<file path="config.mk">
export PLATFORM = sky130hd
export DESIGN_NAME = io_page_decoder
export DESIGN_NICKNAME = d
export VERILOG_FILES = /design/src/rtl/iopd_pkg.sv /design/src/rtl/iopd_region_dec.sv /design/src/rtl/iopd_rom_index.sv /design/src/rtl/iopd_wait_gen.sv /design/src/rtl/iopd_iobuf.sv /design/src/rtl/iopd_rdmux.sv /design/src/rtl/io_page_decoder.sv
export SDC_FILE = /design/constraint.sdc
export NUM_CORES = 1
export LEC_CHECK = 0
export ABC_CLOCK_PERIOD_IN_PS = 10300
export BUFFER_PORTS_ARGS = -buffer_cell sky130_fd_sc_hd__buf_4
export CORE_MARGIN = 8
export CORE_UTILIZATION = 43
export DETAILED_ROUTE_END_ITERATION = 16
export GPL_ROUTABILITY_DRIVEN = 0
export PLACE_DENSITY = 0.92
export SYNTH_ARGS = -nofsm -noshare
export SYNTH_HDL_FRONTEND = slang
export SYNTH_SLANG_ARGS = --single-unit
</file>
<file path="constraint.sdc">
create_clock -name clk -period 10.3 [get_ports clk]
set_input_delay 3.09 -clock clk [delete_from_list [all_inputs] [get_ports clk]]
set_output_delay 3.09 -clock clk [all_outputs]
set_load 0.02 [all_outputs]
</file>
<file path="src/rtl/iopd_pkg.sv">
package iopd_pkg;

  localparam int ADDR_W = 21;
  localparam int DATA_W = 8;

  // Region tags produced by the address decoder
  typedef enum logic [3:0] {
    RG_NONE,
    RG_ROM,
    RG_RAM,
    RG_BRAM,
    RG_VDC,
    RG_VCE,
    RG_PSG,
    RG_TMR,
    RG_PAD,
    RG_BUFRD,
    RG_IMASK,
    RG_ISTAT
  } region_e;

  // Memory map boundaries (exclusive upper limits unless named _LAST)
  localparam logic [ADDR_W-1:0] ROM_LIMIT  = 21'h0F_FFFF;
  localparam logic [ADDR_W-1:0] BRAM_BASE  = 21'h1E_E000;
  localparam logic [ADDR_W-1:0] BRAM_LAST  = 21'h1E_E7FF;
  localparam logic [ADDR_W-1:0] RAM_BASE   = 21'h1F_0000;
  localparam logic [ADDR_W-1:0] RAM_LIMIT  = 21'h1F_8000;
  localparam logic [ADDR_W-1:0] HW_BASE    = 21'h1F_E000;
  localparam logic [ADDR_W-1:0] VCE_BASE   = 21'h1F_E400;
  localparam logic [ADDR_W-1:0] PSG_BASE   = 21'h1F_E800;
  localparam logic [ADDR_W-1:0] TMR_BASE   = 21'h1F_EC00;
  localparam logic [ADDR_W-1:0] PAD_BASE   = 21'h1F_F000;
  localparam logic [ADDR_W-1:0] IRQ_BASE   = 21'h1F_F400;

endpackage

</file>
<file path="src/rtl/iopd_region_dec.sv">
module iopd_region_dec
  import iopd_pkg::*;
(
  input  logic [ADDR_W-1:0] addr,
  output region_e           region,
  output logic              tmr_lo_hit,
  output logic              tmr_hi_hit
);

  // Range compares in priority order; the hardware page is last.
  always_comb begin
    region = RG_NONE;
    if (addr < ROM_LIMIT) begin
      region = RG_ROM;
    end else if (addr >= BRAM_BASE && addr <= BRAM_LAST) begin
      region = RG_BRAM;
    end else if (addr >= RAM_BASE && addr < RAM_LIMIT) begin
      region = RG_RAM;
    end else if (addr >= HW_BASE) begin
      if (addr < VCE_BASE)                    region = RG_VDC;
      else if (addr < PSG_BASE)               region = RG_VCE;
      else if (addr < TMR_BASE)               region = RG_PSG;
      else if (addr < PAD_BASE)               region = RG_TMR;
      else if (addr < IRQ_BASE)               region = RG_PAD;
      else if (addr == IRQ_BASE ||
               addr == IRQ_BASE + 21'd1)      region = RG_BUFRD;
      else if (addr == IRQ_BASE + 21'd2)      region = RG_IMASK;
      else if (addr == IRQ_BASE + 21'd3)      region = RG_ISTAT;
      else                                    region = RG_NONE;
    end
  end

  assign tmr_lo_hit = (addr == TMR_BASE);
  assign tmr_hi_hit = (addr == TMR_BASE + 21'd1);

endmodule

</file>
<file path="src/rtl/iopd_rom_index.sv">
module iopd_rom_index
  import iopd_pkg::*;
#(
  parameter int ROM_BYTES = 32'h6_0000,
  parameter int ROM_AW    = $clog2(ROM_BYTES)
) (
  input  logic [ADDR_W-1:0] addr,
  output logic [ROM_AW-1:0] index
);

  localparam bit IS_POW2 = ((ROM_BYTES & (ROM_BYTES - 1)) == 0);

  generate
    if (IS_POW2) begin : g_mask
      // Power-of-two length: wrapping is a plain bit slice.
      assign index = addr[ROM_AW-1:0];
    end else begin : g_mod
      // Other lengths: constant-divisor remainder.
      localparam logic [ADDR_W-1:0] LEN = ADDR_W'(ROM_BYTES);
      logic [ADDR_W-1:0] rem;
      assign rem   = addr % LEN;
      assign index = rem[ROM_AW-1:0];
    end
  endgenerate

endmodule

</file>
<file path="src/rtl/iopd_wait_gen.sv">
module iopd_wait_gen (
  input  logic clk,
  input  logic rst_n,
  input  logic acc_valid,
  input  logic need_wait,
  output logic ready
);

  logic waited_q;

  // One stall cycle for any access that needs it; cleared on completion.
  always_ff @(posedge clk or negedge rst_n) begin
    if (!rst_n) waited_q <= 1'b0;
    else        waited_q <= acc_valid && need_wait && !waited_q;
  end

  assign ready = !need_wait || waited_q;

  // accesses without a wait requirement never stall
  p_no_stall_r6: assert property (@(posedge clk) disable iff (!rst_n)
    (acc_valid && !need_wait) |-> ready);

  // a stalled cycle is always followed by a ready cycle while held
  p_one_wait_r5: assert property (@(posedge clk) disable iff (!rst_n)
    (acc_valid && !ready) |=> (ready || !acc_valid));

endmodule

</file>
<file path="src/rtl/iopd_iobuf.sv">
module iopd_iobuf
  import iopd_pkg::*;
#(
  parameter int TMR_W = 7,
  parameter int IRQ_W = 3
) (
  input  logic              clk,
  input  logic              rst_n,
  input  logic              fire,
  input  logic              write,
  input  region_e           region,
  input  logic              tmr_lo_hit,
  input  logic              tmr_hi_hit,
  input  logic [DATA_W-1:0] wdata,
  input  logic [TMR_W-1:0]  tmr_value,
  input  logic [DATA_W-1:0] pad_in,
  input  logic [DATA_W-1:0] irq_mask,
  input  logic [IRQ_W-1:0]  irq_status,
  output logic [DATA_W-1:0] buf_q,
  output logic [DATA_W-1:0] tmr_merge,
  output logic [DATA_W-1:0] irq_merge
);

  logic [DATA_W-1:0] buf_d;
  logic              wr_loads;

  assign tmr_merge = {buf_q[DATA_W-1:TMR_W], tmr_value};
  assign irq_merge = {buf_q[DATA_W-1:IRQ_W], irq_status};

  always_comb begin
    case (region)
      RG_PSG, RG_PAD, RG_IMASK, RG_ISTAT: wr_loads = 1'b1;
      RG_TMR:                             wr_loads = tmr_lo_hit || tmr_hi_hit;
      default:                            wr_loads = 1'b0;
    endcase
  end

  always_comb begin
    buf_d = buf_q;
    if (fire) begin
      if (write) begin
        if (wr_loads) buf_d = wdata;
      end else begin
        case (region)
          RG_TMR:   buf_d = tmr_merge;
          RG_PAD:   buf_d = pad_in;
          RG_IMASK: buf_d = irq_mask;
          RG_ISTAT: buf_d = irq_merge;
          default:  buf_d = buf_q;
        endcase
      end
    end
  end

  always_ff @(posedge clk or negedge rst_n) begin
    if (!rst_n) buf_q <= '0;
    else        buf_q <= buf_d;
  end

  // the latch only moves on a completing access
  p_buf_idle_r12: assert property (@(posedge clk) disable iff (!rst_n)
    !$past(fire) |-> $stable(buf_q));

  // a timer read stores the live count under the old top bit
  p_tmr_store_r8: assert property (@(posedge clk) disable iff (!rst_n)
    (fire && !write && region == RG_TMR) |=>
      (buf_q[TMR_W-1:0] == $past(tmr_value)) &&
      (buf_q[DATA_W-1] == $past(buf_q[DATA_W-1])));

endmodule

</file>
<file path="src/rtl/iopd_rdmux.sv">
module iopd_rdmux
  import iopd_pkg::*;
(
  input  region_e           region,
  input  logic              bram_ok,
  input  logic [DATA_W-1:0] rom_rdata,
  input  logic [DATA_W-1:0] ram_rdata,
  input  logic [DATA_W-1:0] bram_rdata,
  input  logic [DATA_W-1:0] vdc_rdata,
  input  logic [DATA_W-1:0] vce_rdata,
  input  logic [DATA_W-1:0] buf_q,
  input  logic [DATA_W-1:0] tmr_merge,
  input  logic [DATA_W-1:0] irq_merge,
  input  logic [DATA_W-1:0] pad_in,
  input  logic [DATA_W-1:0] irq_mask,
  output logic [DATA_W-1:0] rdata
);

  localparam logic [DATA_W-1:0] FLOAT = '1;

  always_comb begin
    case (region)
      RG_ROM:   rdata = rom_rdata;
      RG_RAM:   rdata = ram_rdata;
      RG_BRAM:  rdata = bram_ok ? bram_rdata : FLOAT;
      RG_VDC:   rdata = vdc_rdata;
      RG_VCE:   rdata = vce_rdata;
      RG_PSG:   rdata = buf_q;
      RG_TMR:   rdata = tmr_merge;
      RG_PAD:   rdata = pad_in;
      RG_BUFRD: rdata = buf_q;
      RG_IMASK: rdata = irq_mask;
      RG_ISTAT: rdata = irq_merge;
      default:  rdata = FLOAT;
    endcase
  end

endmodule

</file>
<file path="src/rtl/io_page_decoder.sv">
module io_page_decoder
  import iopd_pkg::*;
#(
  parameter int ROM_BYTES = 32'h6_0000,
  parameter int ROM_AW    = $clog2(ROM_BYTES),
  parameter int RAM_AW    = 13,
  parameter int BRAM_AW   = 11,
  parameter int IO_AW     = 10,
  parameter int TMR_W     = 7,
  parameter int IRQ_W     = 3
) (
  input  logic               clk,
  input  logic               rst_n,
  input  logic               acc_valid,
  input  logic               acc_write,
  input  logic [20:0]        acc_addr,
  input  logic [7:0]         acc_wdata,
  output logic               acc_ready,
  output logic [7:0]         acc_rdata,
  output logic               rom_sel,
  output logic [ROM_AW-1:0]  rom_addr,
  input  logic [7:0]         rom_rdata,
  output logic               ram_sel,
  output logic               ram_we,
  output logic [RAM_AW-1:0]  ram_addr,
  input  logic [7:0]         ram_rdata,
  input  logic               bram_enable,
  input  logic               bram_lock,
  output logic               bram_sel,
  output logic               bram_we,
  output logic [BRAM_AW-1:0] bram_addr,
  input  logic [7:0]         bram_rdata,
  output logic               bram_dirty,
  output logic [IO_AW-1:0]   io_addr,
  output logic [7:0]         io_wdata,
  output logic               io_we,
  output logic               vdc_sel,
  input  logic [7:0]         vdc_rdata,
  output logic               vce_sel,
  input  logic [7:0]         vce_rdata,
  output logic               psg_we,
  output logic               tmr_reload_we,
  output logic               tmr_en_we,
  input  logic [TMR_W-1:0]   tmr_value,
  input  logic [7:0]         pad_in,
  output logic               pad_we,
  input  logic [7:0]         irq_mask,
  output logic               irq_mask_we,
  input  logic [IRQ_W-1:0]   irq_status,
  output logic               irq_ack
);

  region_e           region;
  logic              tmr_lo_hit, tmr_hi_hit;
  logic              fire, rd_fire, wr_fire;
  logic              bram_ok;
  logic [DATA_W-1:0] buf_q, tmr_merge, irq_merge;
  logic              dirty_q;

  iopd_region_dec u_dec (
    .addr       (acc_addr),
    .region     (region),
    .tmr_lo_hit (tmr_lo_hit),
    .tmr_hi_hit (tmr_hi_hit)
  );

  iopd_rom_index #(.ROM_BYTES(ROM_BYTES), .ROM_AW(ROM_AW)) u_rom_idx (
    .addr  (acc_addr),
    .index (rom_addr)
  );

  iopd_wait_gen u_wait (
    .clk       (clk),
    .rst_n     (rst_n),
    .acc_valid (acc_valid),
    .need_wait (region == RG_VCE),
    .ready     (acc_ready)
  );

  assign fire    = acc_valid && acc_ready;
  assign rd_fire = fire && !acc_write;
  assign wr_fire = fire && acc_write;
  assign bram_ok = bram_enable && !bram_lock;

  iopd_iobuf #(.TMR_W(TMR_W), .IRQ_W(IRQ_W)) u_buf (
    .clk        (clk),
    .rst_n      (rst_n),
    .fire       (fire),
    .write      (acc_write),
    .region     (region),
    .tmr_lo_hit (tmr_lo_hit),
    .tmr_hi_hit (tmr_hi_hit),
    .wdata      (acc_wdata),
    .tmr_value  (tmr_value),
    .pad_in     (pad_in),
    .irq_mask   (irq_mask),
    .irq_status (irq_status),
    .buf_q      (buf_q),
    .tmr_merge  (tmr_merge),
    .irq_merge  (irq_merge)
  );

  iopd_rdmux u_mux (
    .region     (region),
    .bram_ok    (bram_ok),
    .rom_rdata  (rom_rdata),
    .ram_rdata  (ram_rdata),
    .bram_rdata (bram_rdata),
    .vdc_rdata  (vdc_rdata),
    .vce_rdata  (vce_rdata),
    .buf_q      (buf_q),
    .tmr_merge  (tmr_merge),
    .irq_merge  (irq_merge),
    .pad_in     (pad_in),
    .irq_mask   (irq_mask),
    .rdata      (acc_rdata)
  );

  // Memory strobes and indices
  assign rom_sel   = rd_fire && region == RG_ROM;
  assign ram_sel   = fire && region == RG_RAM;
  assign ram_we    = ram_sel && acc_write;
  assign ram_addr  = acc_addr[RAM_AW-1:0];
  assign bram_sel  = fire && region == RG_BRAM && bram_ok;
  assign bram_we   = bram_sel && acc_write;
  assign bram_addr = acc_addr[BRAM_AW-1:0];

  // Peripheral strobes
  assign io_addr       = acc_addr[IO_AW-1:0];
  assign io_wdata      = acc_wdata;
  assign io_we         = wr_fire;
  assign vdc_sel       = fire && region == RG_VDC;
  assign vce_sel       = fire && region == RG_VCE;
  assign psg_we        = wr_fire && region == RG_PSG;
  assign tmr_reload_we = wr_fire && region == RG_TMR && tmr_lo_hit;
  assign tmr_en_we     = wr_fire && region == RG_TMR && tmr_hi_hit;
  assign pad_we        = wr_fire && region == RG_PAD;
  assign irq_mask_we   = wr_fire && region == RG_IMASK;
  assign irq_ack       = wr_fire && region == RG_ISTAT;

  always_ff @(posedge clk or negedge rst_n) begin
    if (!rst_n)       dirty_q <= 1'b0;
    else if (bram_we) dirty_q <= 1'b1;
  end
  assign bram_dirty = dirty_q;

  // never more than one target strobed
  p_one_target_r4: assert property (@(posedge clk) disable iff (!rst_n)
    $onehot0({rom_sel, ram_sel, bram_sel, vdc_sel, vce_sel, psg_we,
              tmr_reload_we, tmr_en_we, pad_we, irq_mask_we, irq_ack}));

  // ROM is read-only through this path
  p_rom_read_only_r1: assert property (@(posedge clk) disable iff (!rst_n)
    rom_sel |-> !acc_write);

  // gated backup RAM is never reached
  p_bram_gate_r3: assert property (@(posedge clk) disable iff (!rst_n)
    bram_sel |-> (bram_enable && !bram_lock));

  // modified flag is sticky and follows an accepted write
  p_dirty_sticky_r3: assert property (@(posedge clk) disable iff (!rst_n)
    ($past(bram_dirty) || $past(bram_we)) |-> bram_dirty);

  // colour-encoder select only after a stalled cycle
  p_vce_wait_r5: assert property (@(posedge clk) disable iff (!rst_n)
    vce_sel |-> $past(acc_valid && !acc_ready));

endmodule

</file>
==> metrics.yaml, run 1 <==
run_status:
  outcome: "finished, final reports clean"
route:
  drtIter0Drc: 320
  routed_wl_um: 9760
  wl_met1_um: 3718
  dr.pass1.iters: 5
  routedWlPerCell_um: 19.88
  wl_met3_um: 848
  drtAntennaViolNets: 0
  top_layer: "met4"
  via_per_inst: 5.884
  vias: 2889
  drc_errors: 0
  met2_wirelength_um: 4932
critical_path:
  r2r-start: "u_wait.waited_q$_DFF_PN0_"
  cpPeakStageDelay_ps: 640
  reg2reg_depth: 4
  rr_endpoint: "u_buf.buf_q[2]$_DFFE_PN0P_"
  cp_cell_sequence: "buf_4 -> nand3_1 -> nor4_2 -> nor3b_2 -> nand2b_1 -> nand3_1 -> inv_1 -> and3_1 -> buf_4"
  critPathBufInv: 3
  cpLargestDelayFamily: "simple AND/OR/NAND/NOR gates"
  crit_slowest_cell: "nor3b_2"
  critPathMaxFanout: 9
  startpoint_type: "input port"
  critPathCaptureType: "output port"
  arrival_ps: 5640
  required_ps: 7210
  r2r_setup_slack_ps: 8760
  worstSetupPathType: "in2out"
hold_path:
  holdPathStages: 1
  whs_endpoint: "bram_dirty$_DFFE_PN0P_"
  hold_class: "reg2reg"
  hp-start: "bram_dirty$_DFFE_PN0P_"
power_and_ir_drop:
  peakVddDrop_v: 0.00004520
  swShare_pct: 38.29
  leakage_nw: 1.637
  comb_power_share_pct: 54.9
  p_per_area_nw_per_um2: 69.85
  internal_power_mw: 0.1419
  totalPowerFinal_mw: 0.2300
  power_switching_mw: 0.08807
  pwr-share-clk_pct: 22.7
  seq_power_share_pct: 22.4
cells_and_area:
  final_common_cell: "buf_4"
  area_growth_pct: 49.80
  postLayoutCellArea_um2: 3293
  layout_common_cells: "buf_4 (185), nand2_1 (26), nor2_1 (21)"
  fin_nets: 523
  insertedDiodeCount: 0
  drive_above_1_share_pct: 52.26
clock_tree:
  cts.sinks: 10
  htree_levels: 1
  cts_root_buf: "clkbuf_8"
  cts_tree: "built"
  clkTransAtPathRegs_ps: 50
  clockBufferDepth: 2
  cts_resized: 0
  cts-buffers-inserted: 3
  clock_latency_ps: 250
  cts_setup_buffers: 0
  cts_hold_buf: 0
yosys:
  yosysSeqAreaShare_pct: 11.38
  syn_inst: 300
  synthFlopType: "dfrtp_1"
  syn_area_um2: 2198
  async_reset_ff_share_pct: 100.0
  yosys.cell_types.count: 56
  synth.avg_cell_area_um2: 7.328
  syn_nets: 401
  synth-edff-count: 0
  synth.ff_latch_count: 10
  yosysWarnings: 0
grt:
  grt_pass1_vias: 2787
  grt-ovfl-total: 0
  grt.total_usage_pct: 23.86
  grt_pass1_wl_um: 14720
  antenna_found_initial: 0
  grt_max_degree: 14
timing:
  tightest_slew_ps: 943.5
  finalSetupTns_ps: 0
  fin_crit_sh_pct: 84.72
  hold_viol: 0
  maxSlewViolCount: 0
  max_slew_margin_pct: 36.94
  fmax_ghz: 0.1146
  period_minus_slack_ps: 8727
  finClkSkew_ps: 4.639
  rsz0062_at_grt: "false"
  setup_viol_count_final: 0
  worst_slack_ps: 1573
place:
  place_ws_ps: 1640
  place_area_um2: 3238
  portBuffers: 185
  dp_hpwl_um: 8147
floorplanning:
  core_region_area_um2: 5010
  rows: 26
  dieHeight_um: 87.50
  io_pins: 186
  die-area_um2: 7656
  chipWidth_um: 87.50
  start_util_pct: 43.88
job:
  max_cap_viol_count: 0
cells in the mapped netlist, types with 7 or more instances:
cell type | number | area [um^2]
buf_4 | 45 | 337.8
clkbuf_1 | 18 | 67.56
inv_1 | 14 | 52.55
mux2i_1 | 8 | 80.08
a21oi_1 | 16 | 80.08
nand2_1 | 26 | 97.59
nor2_1 | 21 | 78.83
nand3_1 | 13 | 65.06
or2_2 | 7 | 43.79
dfrtp_1 | 10 | 250.2
a22oi_1 | 8 | 60.06
a221oi_1 | 7 | 61.31
cell type report:
| cell class | instances | area (um^2) |
|---|---|---|
| clock buffers | 4 | 55.05 |
| inverters | 14 | 52.55 |
| well taps | 70 | 87.58 |
| flip-flops and latches | 10 | 250.2 |
| fillers | 448 | 1717 |
| multi-input cells | 208 | 1459 |
| repair buffers | 185 | 1389 |
power by group through the flow:
stage                     sequential [mW]  combinational [mW]  clock (mW)
after detailed placement           0.0520               0.125           0
after CTS                          0.0513               0.126      0.0510
after global routing               0.0517               0.134      0.0531
after floorplan                    0.0504              0.0705           0
after global placement             0.0514               0.122           0
final                              0.0515               0.126      0.0522
worst max path at each step:
stage / startpoint / to / slack [ps] / depth (start not counted)
CTS: acc_addr[15] / psg_we / 1630 / 9
global placement: acc_addr[15] / psg_we / 1710 / 9
finish: acc_addr[15] / psg_we / 1570 / 9
global route: acc_addr[15] / psg_we / 1440 / 9
floorplan: acc_addr[19] / pad_we / 2090 / 8
detailed placement: acc_addr[15] / psg_we / 1640 / 9
state kept, by name, summed over array words and instances, names as in the netlist:
signal           flops
u_buf.buf_q          8
u_wait.waited_q      1
bram_dirty           1
per-layer routing:
| layer | GRT usage (%) | vias to the layer above |
|---|---|---|
| li1 | - | 1307 |
| met1 | 29.57 | 1360 |
| met2 | 39.88 | 193 |
| met3 | 6.038 | 29 |
| met4 | 6.094 | 0 |
| met5 | 0 | - |
per-stage QoR:
| stage | std cells | util [%] | hold slack, ps |
|---|---|---|---|
| after CTS | 491 | 65.73 | 480.9 |
| after global routing | 491 | 65.73 | 529.1 |
| after detailed placement | 487 | 64.64 | 460.5 |
| after floorplan | 300 | - | 481.4 |
| after global placement | 487 | 64.64 | 480.3 |
| final | 491 | 65.73 | 489.4 |
cells by family (layout without fill, tap and decap cells):
| kind of cell | Yosys count | count (layout) | share of synthesized area, % |
|---|---|---|---|
| AND/OR/NAND/NOR | 126 | 126 | 34.04 |
| flip-flops | 10 | 10 | 11.38 |
| buffers and inverters | 82 | 203 | 22.25 |
| AO/OA/AOI/OAI | 67 | 67 | 24.59 |
| multiplexers | 15 | 15 | 7.740 |
(Power assumes the default switching activity.)
==> inputs of run 2 (changes only) <==
ABC_CLOCK_PERIOD_IN_PS = 8100   (was 10300)
CORE_UTILIZATION = 40   (was 43)
PLACE_DENSITY = 0.86   (was 0.92)
clock period = 8.1 ns   (was 10.3 ns; I/O delays follow)
==> run 2 against run 1 <==
Compared with the run above:
- critical path depth is the same
- routed wire length shrank 0.59%
- global-route usage shrank 1.4 points
- final area grew 0.30%
- combinational power grew 26%
- count of clock-buffer cells in the layout is the same
- hold slack lost 5.7 ps
- final cell count grew 0.61%
- utilization shrank 4.6 points
- highest routed layer unchanged
==> metrics.yaml, run 2 (synthesis gave the netlist of run 1 again) <==
run_status:
  outcome: "finished, final reports clean"
job:
  max_cap_viol_count: 0
hold_path:
  hp-start: "bram_dirty$_DFFE_PN0P_"
  holdPathStages: 1
  whs_endpoint: "bram_dirty$_DFFE_PN0P_"
  hold_class: "reg2reg"
clock_tree:
  cts-buffers-inserted: 3
  clockBufferDepth: 2
  cts_tree: "built"
  cts_hold_buf: 0
  clkTransAtPathRegs_ps: 50
  cts.sinks: 10
  cts_setup_buffers: 0
  htree_levels: 1
  cts_root_buf: "clkbuf_8"
  clock_latency_ps: 240
  cts_resized: 0
cells_and_area:
  final_common_cell: "buf_4"
  seqCellArea_um2: 250.2
  area_growth_pct: 50.26
  largest_reg_flops: 8
  filler_cell_count: 523
  layout_common_cells: "buf_4 (186), nand2_1 (26), nor2_1 (21)"
  multi_input_area_um2: 1459
  drive_above_1_share_pct: 52.37
  insertedDiodeCount: 0
  fin_nets: 524
  top_register: "u_buf.buf_q"
  final_util_pct: 61.11
critical_path:
  cp_cell_sequence: "buf_4 -> nand3_1 -> nor4_2 -> nor3b_2 -> nand2b_1 -> nand3_1 -> inv_1 -> and3_1 -> buf_4"
  worstSetupPathType: "in2out"
  rr_endpoint: "u_buf.buf_q[0]$_DFFE_PN0P_"
  arrival_ps: 4970
  critPathBufInv: 3
  startpoint_type: "input port"
  crit_slowest_cell: "nor3b_2"
  critPathCaptureType: "output port"
  required_ps: 5670
  r2r_setup_slack_ps: 6580
  critPathMaxFanout: 9
  r2r-start: "u_wait.waited_q$_DFF_PN0_"
  cpLargestDelayFamily: "simple AND/OR/NAND/NOR gates"
  reg2reg_depth: 4
  cpPeakStageDelay_ps: 720
grt:
  use_met1_pct: 25.37
  grt_pass1_wl_um: 15160
  gr-usage-met2_pct: 39.39
  grtUsageMet3_pct: 5.985
  grt_busiest_layer: "met2"
  grt_max_degree: 14
  grt-ovfl-total: 0
  antenna_found_initial: 0
  grt.total_usage_pct: 22.43
  grt_pass1_vias: 2911
route:
  drtAntennaViolNets: 0
  via_per_inst: 5.688
  vias: 2810
  routedWlPerCell_um: 19.64
  dr.pass1.iters: 8
  drtIter0Drc: 240
  routed_wl_um: 9702
  drc_errors: 0
timing:
  fmax_ghz: 0.1351
  setup_viol_count_final: 0
  rsz0062_at_grt: "false"
  period_minus_slack_ps: 7404
  fin_crit_sh_pct: 91.41
  finalSetupTns_ps: 0
  hold_viol: 0
  tightest_slew_ps: 925.9
  max_slew_margin_pct: 38.27
  maxSlewViolCount: 0
  finClkSkew_ps: 0.4362
power_and_ir_drop:
  peakVddDrop_v: 0.00006234
  leakage_nw: 1.642
  p_per_area_nw_per_um2: 88.06
floorplanning:
  start_util_pct: 40.67
  rows: 27
  core_region_area_um2: 5405
  chipWidth_um: 90.14
  die-area_um2: 8124
  io_pins: 186
  dieHeight_um: 90.14
place:
  dp_hpwl_um: 8214
  portBuffers: 185
-- run 2: changes by cell type in the layout (fill, tap and decap cells not counted) --
cell	delta
buf_4	+1
-- run 2: final cells by class --
class / instances / share of cell area, %
sequential: 10 / 7.576
multi-input combinational: 208 / 44.17
timing repair buffer: 186 / 42.27
clock buffer: 4 / 1.667
inverter: 14 / 1.591
tap: 72 / 2.727
-- run 2: worst max path at each step --
stage,startpoint,end,cells after the start
after global placement,acc_addr[15],psg_we,9
after CTS,acc_addr[15],psg_we,9
after floorplan,acc_addr[19],pad_we,8
final,acc_addr[15],psg_we,9
after detailed placement,acc_addr[15],psg_we,9
after global routing,acc_addr[15],psg_we,9
-- run 2: metal layers --
metal,part of all wire [%],vias to the layer above
met5,0,-
met4,3.3,0
met3,8.0,28
met2,50,164
met1,39,1311
li1,-,1307
-- run 2: power breakdown --
part           switching (mW)  internal (mW)
Clock                  0.0229         0.0430
Combinational          0.0813         0.0777
Sequential            0.00623         0.0597
Total                   0.110          0.180
-- run 2: per-stage QoR --
stage / power (mW) / setup WS [ps] / cell area [um^2] / hold slack [ps] / std cells
2_1_floorplan: 0.1538 / 1210 / 2198 / 481.4 / 300
6_report: 0.2909 / 696.1 / 3303 / 483.6 / 494
4_1_cts: 0.2892 / 743.5 / 3303 / 484.2 / 494
3_3_place_gp: 0.2214 / 807.7 / 3248 / 476.5 / 490
3_5_place_dp: 0.2245 / 751.6 / 3248 / 463.9 / 490
5_1_grt: 0.3029 / 555.9 / 3303 / 502.2 / 494
==> inputs of run 3 (changes only) <==
RECOVER_POWER = 25   (was not set)
==> run 3 against run 2 <==
Compared with the run above:
- sequential power is essentially flat
- non-clock buffer count stayed put
- clock skew increased by 0.54 ps
- final area shrank 2.3%
- first-iteration DRC count down 12%
- critical path type unchanged
- critical endpoint unchanged
==> metrics.yaml, run 3 (synthesis gave the netlist of run 1 again) <==
timing:
  finClkSkew_ps: 0.9737
  fin_crit_sh_pct: 93.64
  hold_viol: 0
  maxSlewViolCount: 0
  rsz0062_at_grt: "false"
  setup_viol_count_final: 0
  tightest_slew_ps: 933.1
  finalSetupTns_ps: 0
  period_minus_slack_ps: 7585
  fmax_ghz: 0.1318
  max_slew_margin_pct: 37.79
cells_and_area:
  drive_above_1_share_pct: 49.05
  filler_cell_count: 542
  final_common_cell: "buf_4"
  largest_reg_flops: 8
  layout_common_cells: "buf_4 (177), nand2_1 (26), nor2_1 (21)"
  top_register: "u_buf.buf_q"
  fin_nets: 524
  instances_no_fill: 494
  insertedDiodeCount: 0
  area_growth_pct: 46.78
clock_tree:
  cts_hold_buf: 0
  cts-buffers-inserted: 3
  cts_tree: "built"
  clkTransAtPathRegs_ps: 50
  cts.sinks: 10
  cts_resized: 0
  clockBufferDepth: 2
  cts_setup_buffers: 0
  cts_root_buf: "clkbuf_8"
  clock_latency_ps: 240
  htree_levels: 1
grt:
  use_met1_pct: 25.37
  grtUsageMet3_pct: 5.985
  grt_pass1_wl_um: 15160
  grt-ovfl-total: 0
  gr-usage-met2_pct: 39.39
  antenna_found_initial: 0
  grt.total_usage_pct: 22.43
  grt_max_degree: 14
  grt_busiest_layer: "met2"
  grt_pass1_vias: 2911
critical_path:
  crit_slowest_cell: "nor3b_2"
  critPathCaptureType: "output port"
  r2r-start: "u_wait.waited_q$_DFF_PN0_"
  worstSetupPathType: "in2out"
  cp-endpoint: "psg_we"
  arrival_ps: 5150
  cp.depth: 9
  startpoint_type: "input port"
  required_ps: 5670
  r2r_setup_slack_ps: 6380
  rr_endpoint: "u_buf.buf_q[0]$_DFFE_PN0P_"
  critPathBufInv: 3
  cpLargestDelayFamily: "simple AND/OR/NAND/NOR gates"
  critPathMaxFanout: 9
  reg2reg_depth: 4
  cp_cell_sequence: "buf_4 -> nand3_1 -> nor4_1 -> nor3b_2 -> nand2b_1 -> nand3_1 -> inv_1 -> and3_1 -> buf_4"
  cpPeakStageDelay_ps: 740
  crit_start: "acc_addr[15]"
route:
  via_per_inst: 5.664
  drtIter0Drc: 211
  dr.pass1.iters: 4
  routed_wl_um: 9778
  drc_errors: 0
  drtAntennaViolNets: 0
  routedWlPerCell_um: 19.79
  vias: 2798
power_and_ir_drop:
  swShare_pct: 38.02
  leakage_nw: 1.605
  p_per_area_nw_per_um2: 89.17
  peakVddDrop_v: 0.00006241
  pwr-share-clk_pct: 22.9
  power_switching_mw: 0.1094
  comb_power_share_pct: 54.3
  seq_power_share_pct: 22.8
  internal_power_mw: 0.1783
floorplanning:
  chipWidth_um: 90.14
  io_pins: 186
  core_region_area_um2: 5405
  dieHeight_um: 90.14
  rows: 27
  start_util_pct: 40.67
  die-area_um2: 8124
place:
  portBuffers: 185
  place_inst: 490
  dp_hpwl_um: 8214
hold_path:
  hold_class: "reg2reg"
job:
  max_cap_viol_count: 0
run_status:
  outcome: "finished, final reports clean"
run 3: cell types whose count changed in the layout (fill, tap and decap cells not counted), moves of 2 or more:
cell,previous run,this run
clkbuf_1,0,9
buf_4,186,177
nor4_1,5,7
nor4_2,4,2
run 3: metrics by stage:
step	hold WS (ps)	setup WS, ps	utilization (%)	cell area, um^2	total power [mW]
after floorplan	481.4	1210	-	2198	0.1538
after global placement	476.5	807.7	60.09	3248	0.2214
after detailed placement	463.9	751.6	60.09	3248	0.2245
after CTS	484.2	743.5	61.11	3303	0.2892
after global routing	500.6	364.0	59.70	3227	0.2997
final	478.6	515.4	59.70	3227	0.2877
run 3: per-layer routing:
metal	up-vias	share of wire, %
met5	-	0
met4	0	3.7
met3	33	7.8
met2	158	49
met1	1302	39
li1	1305	-
run 3: power groups by stage:
stage          Combinational (mW)  Sequential (mW)  Clock [mW]
2_1_floorplan              0.0897           0.0642           0
3_3_place_gp                0.156           0.0655           0
3_5_place_dp                0.159           0.0660           0
4_1_cts                     0.159           0.0653      0.0647
5_1_grt                     0.166           0.0664      0.0669
6_report                    0.156           0.0657      0.0658
run 3: how the worst min path moves through the flow:
stage                                     startpoint                    endpoint  slack [ps]  depth (start not counted)
after floorplan           u_buf.buf_q[0]$_DFFE_PN0P_  u_buf.buf_q[0]$_DFFE_PN0P_         480                          1
after global placement        bram_dirty$_DFFE_PN0P_      bram_dirty$_DFFE_PN0P_         480                          1
after detailed placement      bram_dirty$_DFFE_PN0P_      bram_dirty$_DFFE_PN0P_         460                          1
after CTS                     bram_dirty$_DFFE_PN0P_      bram_dirty$_DFFE_PN0P_         480                          1
after global routing          bram_dirty$_DFFE_PN0P_      bram_dirty$_DFFE_PN0P_         500                          1
final                         bram_dirty$_DFFE_PN0P_      bram_dirty$_DFFE_PN0P_         480                          1
run 3: area by class of cell:
| class | instances | area [um^2] | area share, % |
|---|---|---|---|
| clock buffers | 4 | 55.05 | 1.706 |
| inverters | 14 | 52.55 | 1.629 |
| multi-input cells | 208 | 1416 | 43.89 |
| flip-flops and latches | 10 | 250.2 | 7.755 |
| well taps | 72 | 90.09 | 2.792 |
| repair buffers | 186 | 1363 | 42.23 |
